===== src/rtl/mcc_pkg.sv =====
package mcc_pkg;

    localparam int STATE_W = 4;
    localparam int OPC_W   = 3;

    typedef enum logic [STATE_W-1:0] {
        ST_FETCH    = 4'd0,
        ST_DECODE   = 4'd1,
        ST_ADD_EXEC = 4'd2,
        ST_ADD_WB   = 4'd3,
        ST_NOR_EXEC = 4'd4,
        ST_NOR_WB   = 4'd5,
        ST_LW_ADDR  = 4'd6,
        ST_LW_MEM   = 4'd7,
        ST_LW_WB    = 4'd8,
        ST_SW_ADDR  = 4'd9,
        ST_SW_MEM   = 4'd10,
        ST_BEQ_TGT  = 4'd11,
        ST_BEQ_CMP  = 4'd12,
        ST_HALTED   = 4'd13
    } state_t;

    // Next-state code meaning "choose the successor from the opcode"
    localparam logic [STATE_W-1:0] NXT_DISPATCH = '1;

    typedef enum logic [OPC_W-1:0] {
        OPC_ADD  = 3'd0,
        OPC_NOR  = 3'd1,
        OPC_LW   = 3'd2,
        OPC_SW   = 3'd3,
        OPC_BEQ  = 3'd4,
        OPC_JALR = 3'd5,
        OPC_HALT = 3'd6,
        OPC_NOOP = 3'd7
    } opcode_t;

    typedef enum logic [1:0] {
        ALU_ADD = 2'b00,
        ALU_NOR = 2'b01,
        ALU_EQ  = 2'b10
    } alu_op_t;

    localparam logic [1:0] BSEL_REGB = 2'b00;
    localparam logic [1:0] BSEL_ONE  = 2'b01;
    localparam logic [1:0] BSEL_OFFS = 2'b11;

    typedef struct packed {
        logic       pc_en;
        logic       pc_on_eq;
        logic       addr_sel;
        logic       mem_en;
        logic       mem_wr;
        logic       ir_en;
        logic       dest_sel;
        logic       wdata_sel;
        logic       rf_we;
        logic       alu_a_sel;
        logic [1:0] alu_b_sel;
        alu_op_t    alu_op;
    } ctrl_t;

endpackage


===== src/rtl/mcc_state_reg.sv =====
module mcc_state_reg
    import mcc_pkg::*;
(
    input  logic   clk,
    input  logic   rst_n,
    input  state_t nxt_state,
    output state_t cur_state
);

    always_ff @(posedge clk or negedge rst_n) begin
        if (!rst_n) begin
            cur_state <= ST_FETCH;
        end else begin
            cur_state <= nxt_state;
        end
    end

endmodule


===== src/rtl/mcc_ctrl_rom.sv =====
module mcc_ctrl_rom
    import mcc_pkg::*;
(
    input  state_t             cur_state,
    output ctrl_t              ctrl,
    output logic [STATE_W-1:0] nxt_code
);

    always_comb begin
        ctrl           = '0;
        ctrl.alu_op    = ALU_ADD;
        ctrl.alu_b_sel = BSEL_REGB;
        nxt_code       = ST_FETCH;
        unique case (cur_state)
            ST_FETCH: begin
                ctrl.mem_en    = 1'b1;
                ctrl.ir_en     = 1'b1;
                ctrl.alu_b_sel = BSEL_ONE;
                nxt_code       = ST_DECODE;
            end
            ST_DECODE: begin
                ctrl.pc_en = 1'b1;
                nxt_code   = NXT_DISPATCH;
            end
            ST_ADD_EXEC: begin
                ctrl.alu_a_sel = 1'b1;
                nxt_code       = ST_ADD_WB;
            end
            ST_NOR_EXEC: begin
                ctrl.alu_a_sel = 1'b1;
                ctrl.alu_op    = ALU_NOR;
                nxt_code       = ST_NOR_WB;
            end
            ST_ADD_WB, ST_NOR_WB: begin
                ctrl.dest_sel  = 1'b1;
                ctrl.wdata_sel = 1'b1;
                ctrl.rf_we     = 1'b1;
                nxt_code       = ST_FETCH;
            end
            ST_LW_ADDR: begin
                ctrl.alu_a_sel = 1'b1;
                ctrl.alu_b_sel = BSEL_OFFS;
                nxt_code       = ST_LW_MEM;
            end
            ST_LW_MEM: begin
                ctrl.addr_sel = 1'b1;
                ctrl.mem_en   = 1'b1;
                nxt_code      = ST_LW_WB;
            end
            ST_LW_WB: begin
                ctrl.rf_we = 1'b1;
                nxt_code   = ST_FETCH;
            end
            ST_SW_ADDR: begin
                ctrl.alu_a_sel = 1'b1;
                ctrl.alu_b_sel = BSEL_OFFS;
                nxt_code       = ST_SW_MEM;
            end
            ST_SW_MEM: begin
                ctrl.addr_sel = 1'b1;
                ctrl.mem_en   = 1'b1;
                ctrl.mem_wr   = 1'b1;
                nxt_code      = ST_FETCH;
            end
            ST_BEQ_TGT: begin
                ctrl.alu_b_sel = BSEL_OFFS;
                nxt_code       = ST_BEQ_CMP;
            end
            ST_BEQ_CMP: begin
                ctrl.alu_a_sel = 1'b1;
                ctrl.alu_op    = ALU_EQ;
                ctrl.pc_on_eq  = 1'b1;
                nxt_code       = ST_FETCH;
            end
            ST_HALTED: begin
                nxt_code = ST_HALTED;
            end
            default: begin
                nxt_code = ST_FETCH;
            end
        endcase
    end

endmodule


===== src/rtl/mcc_next_sel.sv =====
module mcc_next_sel
    import mcc_pkg::*;
(
    input  logic [STATE_W-1:0] nxt_code,
    input  logic [OPC_W-1:0]   opcode,
    output state_t             nxt_state
);

    state_t dispatch_tgt;

    always_comb begin
        unique case (opcode_t'(opcode))
            OPC_ADD:  dispatch_tgt = ST_ADD_EXEC;
            OPC_NOR:  dispatch_tgt = ST_NOR_EXEC;
            OPC_LW:   dispatch_tgt = ST_LW_ADDR;
            OPC_SW:   dispatch_tgt = ST_SW_ADDR;
            OPC_BEQ:  dispatch_tgt = ST_BEQ_TGT;
            OPC_HALT: dispatch_tgt = ST_HALTED;
            default:  dispatch_tgt = ST_FETCH;
        endcase
    end

    always_comb begin
        if (nxt_code == NXT_DISPATCH) begin
            nxt_state = dispatch_tgt;
        end else begin
            nxt_state = state_t'(nxt_code);
        end
    end

endmodule


===== src/rtl/mcc_control_fsm.sv =====
module mcc_control_fsm
    import mcc_pkg::*;
(
    input  logic               clk,
    input  logic               rst_n,
    input  logic [OPC_W-1:0]   opcode,
    input  logic               alu_eq,
    output logic               pc_en,
    output logic               addr_sel,
    output logic               mem_en,
    output logic               mem_wr,
    output logic               ir_en,
    output logic               dest_sel,
    output logic               wdata_sel,
    output logic               rf_we,
    output logic               alu_a_sel,
    output logic [1:0]         alu_b_sel,
    output logic [1:0]         alu_op,
    output logic [STATE_W-1:0] state_o
);

    state_t             cur_state;
    state_t             nxt_state;
    ctrl_t              ctrl;
    logic [STATE_W-1:0] nxt_code;

    mcc_state_reg u_state (
        .clk       (clk),
        .rst_n     (rst_n),
        .nxt_state (nxt_state),
        .cur_state (cur_state)
    );

    mcc_ctrl_rom u_rom (
        .cur_state (cur_state),
        .ctrl      (ctrl),
        .nxt_code  (nxt_code)
    );

    mcc_next_sel u_next (
        .nxt_code  (nxt_code),
        .opcode    (opcode),
        .nxt_state (nxt_state)
    );

    // Conditional PC load in the branch compare state
    assign pc_en     = ctrl.pc_en | (ctrl.pc_on_eq & alu_eq);
    assign addr_sel  = ctrl.addr_sel;
    assign mem_en    = ctrl.mem_en;
    assign mem_wr    = ctrl.mem_wr;
    assign ir_en     = ctrl.ir_en;
    assign dest_sel  = ctrl.dest_sel;
    assign wdata_sel = ctrl.wdata_sel;
    assign rf_we     = ctrl.rf_we;
    assign alu_a_sel = ctrl.alu_a_sel;
    assign alu_b_sel = ctrl.alu_b_sel;
    assign alu_op    = ctrl.alu_op;
    assign state_o   = cur_state;

    a_r2_fetch_to_decode: assert property (@(posedge clk) disable iff (!rst_n)
        (cur_state == ST_FETCH) |=> (cur_state == ST_DECODE));

    a_r2_add_dispatch: assert property (@(posedge clk) disable iff (!rst_n)
        (cur_state == ST_DECODE && opcode == OPC_ADD) |=> (cur_state == ST_ADD_EXEC));

    a_r4_lw_chain: assert property (@(posedge clk) disable iff (!rst_n)
        (cur_state == ST_LW_ADDR) |=> (cur_state == ST_LW_MEM && mem_en && !mem_wr));

    a_r6_cmp_pc_follows_eq: assert property (@(posedge clk) disable iff (!rst_n)
        (cur_state == ST_BEQ_CMP) |-> (pc_en == alu_eq));

    a_r8_halt_sticks: assert property (@(posedge clk) disable iff (!rst_n)
        (cur_state == ST_HALTED) |=> (cur_state == ST_HALTED));

    a_r8_halt_quiet: assert property (@(posedge clk) disable iff (!rst_n)
        (cur_state == ST_HALTED) |-> !(pc_en || mem_en || rf_we || ir_en));

    a_r9_pc_en_only_decode_or_cmp: assert property (@(posedge clk) disable iff (!rst_n)
        pc_en |-> (cur_state == ST_DECODE || cur_state == ST_BEQ_CMP));

    a_r10_wr_needs_en: assert property (@(posedge clk) disable iff (!rst_n)
        mem_wr |-> mem_en);

    a_r10_no_rf_and_mem: assert property (@(posedge clk) disable iff (!rst_n)
        !(rf_we && mem_en));

endmodule


===== config.mk =====
export PLATFORM = sky130hd
export DESIGN_NAME = mcc_control_fsm
export DESIGN_NICKNAME = d
export VERILOG_FILES = /design/src/rtl/mcc_pkg.sv /design/src/rtl/mcc_state_reg.sv /design/src/rtl/mcc_ctrl_rom.sv /design/src/rtl/mcc_next_sel.sv /design/src/rtl/mcc_control_fsm.sv
export SDC_FILE = /design/constraint.sdc
export NUM_CORES = 1
export LEC_CHECK = 0
export ABC_AREA = 1
export BUFFER_PORTS_ARGS = -buffer_cell sky130_fd_sc_hd__buf_2
export CORE_AREA = 2 2 39 41
export CTS_CLUSTER_SIZE = 10
export DETAILED_ROUTE_END_ITERATION = 6
export DIE_AREA = 0 0 41 43
export GPL_TIMING_DRIVEN = 1
export MAX_ROUTING_LAYER = met4
export PLACE_DENSITY = 0.68
export SYNTH_ARGS = -nofsm -noshare
export SYNTH_HDL_FRONTEND = slang
export SYNTH_SLANG_ARGS = --single-unit

===== constraint.sdc =====
create_clock -name clk -period 2 [get_ports clk]
set_clock_uncertainty 0.1 [all_clocks]
set_input_delay 0.4 -clock clk [delete_from_list [all_inputs] [get_ports clk]]
set_output_delay 0.4 -clock clk [all_outputs]
set_load 0.03 [all_outputs]

== Yosys cells after proc, flatten, opt, wreduce, memory -nomap -nowiden ==
Cells that the tools add are included.

* Flip-flop bits (word level): 4
* Output and inout bits: 17
* Word-level logic and storage cells: 44

* Equal/unequal tests: 19
* Muxes and demuxes: 14
* Bitwise logic cells: 2
* Reductions and logical operators: 8

{| class="wikitable"
|+ Operators with widths
! operator !! number
|-
| 4-bit one-hot mux with 9 select lines || 1
|-
| 4-bit equality test, second input constant || 7
|-
| 4-bit one-hot mux with 6 select lines || 1
|-
| 4-bit by 3-bit equality test with 1-bit output, second input constant || 4
|-
| 3-bit OR reduction || 3
|-
| 4-bit by 2-bit equality test with 1-bit output, second input constant || 2
|-
| 1-bit 2-to-1 mux || 8
|-
| 2-bit one-hot mux with 2 select lines || 2
|-
| 3-bit by 2-bit equality test with 1-bit output, second input constant || 2
|-
| 3-bit equality test, second input constant || 2
|-
| 5-bit OR reduction || 1
|-
| 4-bit by 1-bit equality test with 1-bit output, second input constant || 1
|-
| 4-bit logical NOT || 1
|-
| 4-bit 2-to-1 mux || 1
|-
| 2-bit OR reduction || 2
|-
| 3-bit by 1-bit equality test with 1-bit output, second input constant || 1
|-
| 3-bit logical NOT || 1
|-
| 2-bit 2-to-1 mux || 1
|-
| 1-bit AND || 1
|-
| 1-bit OR || 1
|}

== Depth between registers and ports, before layout ==
Gate-level depths: netlist (run 1).

* Depth in word-level cells: 4
* Mapped depth: 6

== Cells and area by module ==
From an unflattened synthesis (run 1), not the netlist that was laid out.

* Cells, all modules: 85
* Area, all modules: 449.2 um2

{| class="wikitable"
|+ Modules (own cells, without submodules)
! module !! times used !! cells each !! area each (um2)
|-
| mcc_ctrl_rom || 1 || 53 || 237.7
|-
| mcc_next_sel || 1 || 25 || 100.1
|-
| mcc_state_reg || 1 || 4 || 100.1
|-
| mcc_control_fsm || 1 || 3 || 11.3
|}

== Worst setup path before layout (run 1) ==
OpenSTA, ideal clock, no wires.

* Path kind: register to output
* From: register u_state.cur_state[2]
* To: output port alu_b_sel[1]
* Arrival time: 1.435 ns
* Slack: 0.065 ns
* Cell stages (with the launch flop): 4
* Buffers on the path: 0
* Cell sequence: dfrtp_1 > inv_2 > nand2_2 > o21ai_0

* Cells in the longest elaborated chain, start to end: 3
* Elaborated cells on any way between the ends: 6

{| class="wikitable"
|+ RTL lines
! what !! RTL line !! text
|-
| start: declaration || mcc_state_reg.sv:7 || <nowiki>output state_t cur_state</nowiki>
|-
| start signal: assignment || mcc_state_reg.sv:14 || <nowiki>cur_state <= nxt_state;</nowiki>
|-
| 4-bit by 3-bit equality test with 1-bit output or 4-bit equality test (tied branches) || mcc_ctrl_rom.sv:14 || <nowiki>unique case (cur_state)</nowiki>
|-
| 3-bit OR reduction (no source line) || n/a ||
|-
| 2-bit one-hot mux with 2 select lines * || mcc_ctrl_rom.sv:14 ||
|-
| end: declaration || mcc_control_fsm.sv:17 || <nowiki>output logic [1:0] alu_b_sel,</nowiki>
|}

Mark *: on every way between the ends. The rest lies on a longest branch, timed or not.

== Worst setup path after layout (run 1) ==
* From: register u_state.cur_state[3]
* To: output port mem_en

* Cells in the longest elaborated chain, start to end: 3
* Elaborated cells on any way between the ends: 5

{| class="wikitable"
|+ RTL lines
! what !! RTL line !! text
|-
| 4-bit by 3-bit equality test with 1-bit output (tied with other cells) || mcc_ctrl_rom.sv:14 ||
|-
| 3-bit OR reduction (no source line) * || n/a ||
|-
| 1-bit 2-to-1 mux * || mcc_ctrl_rom.sv:14 ||
|-
| end: declaration || mcc_control_fsm.sv:10 || <nowiki>output logic mem_en,</nowiki>
|}

Marks and branches as above.

==> metrics, run 1 <==
Via density ~4.5; nets 103; Synth area leader dfrtp_1; run status completed; Root Buffer clkbuf_4; largest cells by area after synthesis dfrtp_1 25%, nand2_1 16%, inv_1 14%; area share of fa/ha/maj cells after synthesis 0%; syn_nets 76; number of buffers created by CTS 3; VDD IR max 0.000578 V; Worst Hold Class input port to async pin; share of layout cells above drive strength 1 approximately 37%; power per cell area between 2000 and 2500 nW/um2; post-CTS setup buffer count 0; Placer Congestion between 0.8 and 0.9; initial DRC count 8; post-place setup slack 0.351 ns; Synth top area share about a quarter; worst setup margin roughly 0.12 ns; crit path DAT 1.38 ns; Worst path depth 6; RSZ-0062 raised after global routing no; first-pass GRT wire length 1630 um; Ports 23; Tmin final about 1.9 ns; drt wl/cell between 8 and 9 um; post-synthesis mux area share 0%; CP peak stage delay approximately 0.44 ns; setup violators final 0; CP required ~1.5 ns; Worst path top cell family by delay flip-flops; post-route clock period utilization a little over nine tenths; Worst Tran Pin Value 0.226 ns; WP buf/inv 3; initial antenna violation count 0; clk_lat worst skew roughly 0.23 ns; commonest non-fill, non-tap cell in the layout buf_2; Yosys reg bits 4; fin cells approximately 110; total clock sinks 4; Fin. Hold Viols 0; final WL approximately 980 um; main combinational cell family by area after synthesis simple AND/OR/NAND/NOR gates; max-cap viol count 0; crit path cell chain inv_2, nand2_1, nor2_1, inv_1, nand3_1, buf_2; register area share after synthesis about 25%; TritonRoute pass-1 iters 4; startpoint types register; Reg clk slew, reported paths approximately 0.040 ns; Slew HR 84.9%; via count 500; drt drc 0; most frequent cells in the layout 22 x buf_2, 17 x nand2_1, 15 x inv_1, 9 x nand3_1, 7 x nor2_1; GRT Total Usage 14.0%; antenna-violating nets left 0; total negative slack 0 ns; post-synthesis compound-gate area fraction under 10%; Initial Utilization 28.7%; Mapped Area between 300 and 400 um2; Setup crit end kind output pin; YS warnings 0; Syn Inst Count 70; Top reg by flops u_state.cur_state; Pins Over Slew Limit 0; Post-Synth Simple-Gate Area between 40% and 50%; global route total overflow 0; post-DP HPWL between 800 and 900 um; largest net degree at the start of global routing 7; Layout fillers approximately 160; die area approximately 1800 um2; Die Span X approximately 40 um; Mapped Avg Cell Area around 5.7 um2; Slowest-stage cell, CP dfrtp_1; Area growth, synth to finish 39.7%; vias in the first global route 419; core region area approximately 1400 um2; TritonCTS clock tree done; xor/xnor share of the synthesized area 0%; IO buf count 22; Fmax achieved about 530 MHz; ANT cells 0; Leak Pwr between 0.3 and 0.4 nW; H-tree Lvls 1; row count 14; biggest regs u_state.cur_state (4); chip height between 40 and 50 um; Bufs on Longest Clock Path 2; Placed Instances 107; FF-to-FF path depth 5; Cell variety after synth 14; Setup CP Type register to output pin; crit-path max FO 6; max FFs per register 4
==> final timing paths <==
path | startpoint | to | slack, ns
max | u_state.cur_state[3] | mem_en | 0.12
max reg2reg | u_state.cur_state[2] | u_state.cur_state[2] | 0.84
min in group clk | opcode[2] | u_state.cur_state[0] | 0.42
max in group asynchronous | rst_n | u_state.cur_state[1] | 1.28
min reg2reg | u_state.cur_state[3] | u_state.cur_state[0] | 0.64
min | rst_n | u_state.cur_state[3] | 0.41
==> cell families after synthesis <==
kind of cell	count (synthesis)
AND/OR/NAND/NOR	42
buffers and inverters	18
AO/OA/AOI/OAI	6
flip-flops	4
==> cell usage after synthesis <==
cell / instances
nand2_2: 4
nand3_1: 9
inv_1: 15
inv_2: 2
buf_4: 1
nor2_1: 8
nand4_1: 1
nand2_1: 17
nor2_2: 3
o22ai_1: 1
a21oi_1: 2
o21ai_0: 1
dfrtp_1: 4
o211ai_1: 2
==> area by class of cell <==
cell class | count | area [um2] | area share, %
inverter | 17 | 63.8 | 11.5
tap | 16 | 20.0 | 3.61
timing repair buffer | 23 | 120 | 21.7
multi-input combinational | 48 | 228 | 41.1
sequential | 4 | 100 | 18.1
clock buffer | 3 | 22.5 | 4.06
==> stage by stage <==
stage,power (mW),utilization [%],cell area [um2],hold WS (ns)
after CTS,1.13,39.9,552,0.384
after global placement,1.02,37.5,519,0.105
final,1.12,40.1,554,0.406
after detailed placement,1.03,37.5,519,0.106
after floorplan,0.814,-,397,0.00441
after global routing,1.22,40.1,554,0.418
==> power by group <==
part	internal (mW)	switching [mW]	total (mW)
clock	0.0671	0.0330	0.100
combinational	0.233	0.616	0.849
sequential	0.117	0.0569	0.174
total	0.418	0.706	1.12
==> worst reg2reg max path, stage by stage (launching register included) <==
cell and delay [ns]:
dfrtp_1 0.44, inv_2 0.08, nand2_2 0.12, nor2_1 0.05, nor2_1 0.14, nand3_1 0.10
==> metal layers <==
layer  vias up  GRT usage (%)  part of all wire, %
li1        267              -                    -
met1       211           16.7                   42
met2        20           20.6                   50
met3         2           3.14                  7.0
met4         0           8.00                  1.6
met5         -              -                    0
==> timing repair <==
action	CTS	global route
gates resized for setup	0	1
endpoints found under the hold margin	4	0
hold buffers	1	0
setup endpoints to repair	0	1
No activity file was read; power rests on OpenSTA's default activity.
==> inputs of run 2 (changes only) <==
--- a/config.mk
+++ b/config.mk
@@ -14,6 +14,7 @@
 export GPL_TIMING_DRIVEN = 1
 export MAX_ROUTING_LAYER = met4
 export PLACE_DENSITY = 0.68
+export REMOVE_ABC_BUFFERS = 1
 export SYNTH_ARGS = -nofsm -noshare
 export SYNTH_HDL_FRONTEND = slang
 export SYNTH_SLANG_ARGS = --single-unit
==> metrics, run 2 (synthesis gave the netlist of run 1 again) <==
run status completed (unchanged); initial DRC count 8 (unchanged); Fin. Hold Viols 0 (unchanged); nets 103 (unchanged); Pins Over Slew Limit 0 (unchanged); die area 1760 um2 (unchanged); M1 WL 427 um (was 410 um); total power 1.13 mW (was 1.12 mW); startpoint types register (unchanged); chip height 43 um (unchanged); Ports 23 (unchanged); vias in the first global route 444 (was 419); TritonCTS clock tree done (unchanged); first-pass GRT wire length 1660 um (was 1630 um); global route total overflow 0 (unchanged); Layout fillers 163 (was 159); antenna-violating nets left 0 (unchanged); Root Buffer clkbuf_4 (unchanged); fin cells 111 (unchanged); CP required 1.50 ns (about the same); Setup crit end kind output pin (unchanged); register area 100 um2 (unchanged); largest net degree at the start of global routing 7 (unchanged); Placed Instances 107 (unchanged); drt drc 0 (unchanged); drt wl/cell 9.09 um (was 8.86 um); metal2 WL 512 um (was 487 um); ANT cells 0 (unchanged); GRT Total Usage 14.0% (about the same); area of the multi-input gates 228 um2 (unchanged); Tmin final 1.88 ns (about the same); Worst Tran Pin Value 0.237 ns (was 0.226 ns); total clock sinks 4 (unchanged); share of layout cells above drive strength 1 36.8% (unchanged); VDD IR max 0.000694 V (was 0.000578 V); post-route clock period utilization 94.0% (was 93.9%); final WL 1010 um (was 983 um); Top reg by flops u_state.cur_state (unchanged); setup violators final 0 (unchanged); Fmax achieved 532 MHz (about the same); RSZ-0062 raised after global routing no (unchanged); Bufs on Longest Clock Path 2 (unchanged); via count 500 (unchanged); FF-to-FF path depth 5 (unchanged); total negative slack 0 ns (unchanged); Area growth, synth to finish 39.7% (unchanged); row count 14 (unchanged); clk_lat worst skew 0.23 ns (about the same); commonest non-fill, non-tap cell in the layout buf_2 (unchanged); TritonRoute pass-1 iters 2 (was 4); Reg clk slew, reported paths 0.04 ns (about the same); Slew HR 84.2% (was 84.9%); Initial Utilization 28.7% (unchanged); H-tree Lvls 1 (unchanged); number of buffers created by CTS 3 (unchanged); uppermost layer routed met4 (unchanged); Worst Hold Class input port to async pin (unchanged); core region area 1380 um2 (unchanged); biggest regs u_state.cur_state (4) (unchanged); Via density 4.50 (unchanged); max FFs per register 4 (unchanged); initial antenna violation count 0 (unchanged); crit path DAT 1.38 ns (about the same); Setup CP Type register to output pin (unchanged); crit-path max FO 6 (unchanged); Leak Pwr 0.381 nW (unchanged); most frequent cells in the layout 22 x buf_2, 17 x nand2_1, 15 x inv_1, 9 x nand3_1, 7 x nor2_1 (unchanged); power per cell area 2040 nW/um2 (was 2030 nW/um2); Die Span X 41 um (unchanged); IO buf count 22 (unchanged); post-DP HPWL 841 um (was 857 um); max-cap viol count 0 (unchanged); Placer Congestion 0.809 (was 0.813); Met3 Wirelength 54 um (was 69 um)
run 2: cell counts in the layout (fill, tap and decap cells not counted):
No cell type changed its count.
run 2: per-layer routing:
metal,global-route usage (%),up-vias
li1,-,265
met1,16.0,218
met2,21.3,15
met3,2.09,2
met4,10.0,0
met5,-,-
run 2: stage by stage:
stage	hold slack [ns]	util (%)	area, um2	setup WS (ns)
2_1_floorplan	0.00441	-	389	0.0653
3_3_place_gp	0.105	37.5	519	0.373
3_5_place_dp	0.108	37.5	519	0.347
4_1_cts	0.391	39.9	552	0.0877
5_1_grt	0.403	40.1	554	0.0192
6_report	0.401	40.1	554	0.120
run 2: path summary, 6_finish.rpt:
check / from / to / slack [ns]
max in group asynchronous: rst_n / u_state.cur_state[1] / 1.28
worst min register to register: u_state.cur_state[3] / u_state.cur_state[0] / 0.64
worst max-delay path: u_state.cur_state[3] / alu_b_sel[0] / 0.12
worst min-delay path: rst_n / u_state.cur_state[3] / 0.40
worst max register to register: u_state.cur_state[2] / u_state.cur_state[2] / 0.81
min in group clk: opcode[2] / u_state.cur_state[0] / 0.42
run 2: where the power goes:
part           total [mW]  switching, mW  leakage, nW  internal, mW
logic               0.854          0.621        0.316         0.233
clock network      0.0973         0.0304       0.0138        0.0669
registers           0.177         0.0600       0.0512         0.117
run 2: worst max-delay path, stage by stage, from the launching register on:
cell and delay [ns]:
dfrtp_1 0.45, inv_2 0.12, nand2_1 0.09, inv_1 0.09, nand2_1 0.09, o211ai_1 0.09
buf_2 0.22
run 2: area by class of cell:
cell class	instances	area share, %
tap	16	3.61
multi-input combinational	48	41.1
timing repair buffer	23	21.7
sequential	4	18.1
inverter	17	11.5
clock buffer	3	4.06
run 2: repair_timing:
| item | CTS | global route |
|---|---|---|
| setup endpoints to repair | 0 | 1 |
| hold endpoints to repair | 4 | 0 |
| hold buffers | 1 | 0 |
| resized for setup | 0 | 1 |
| setup buffers | 0 | 0 |
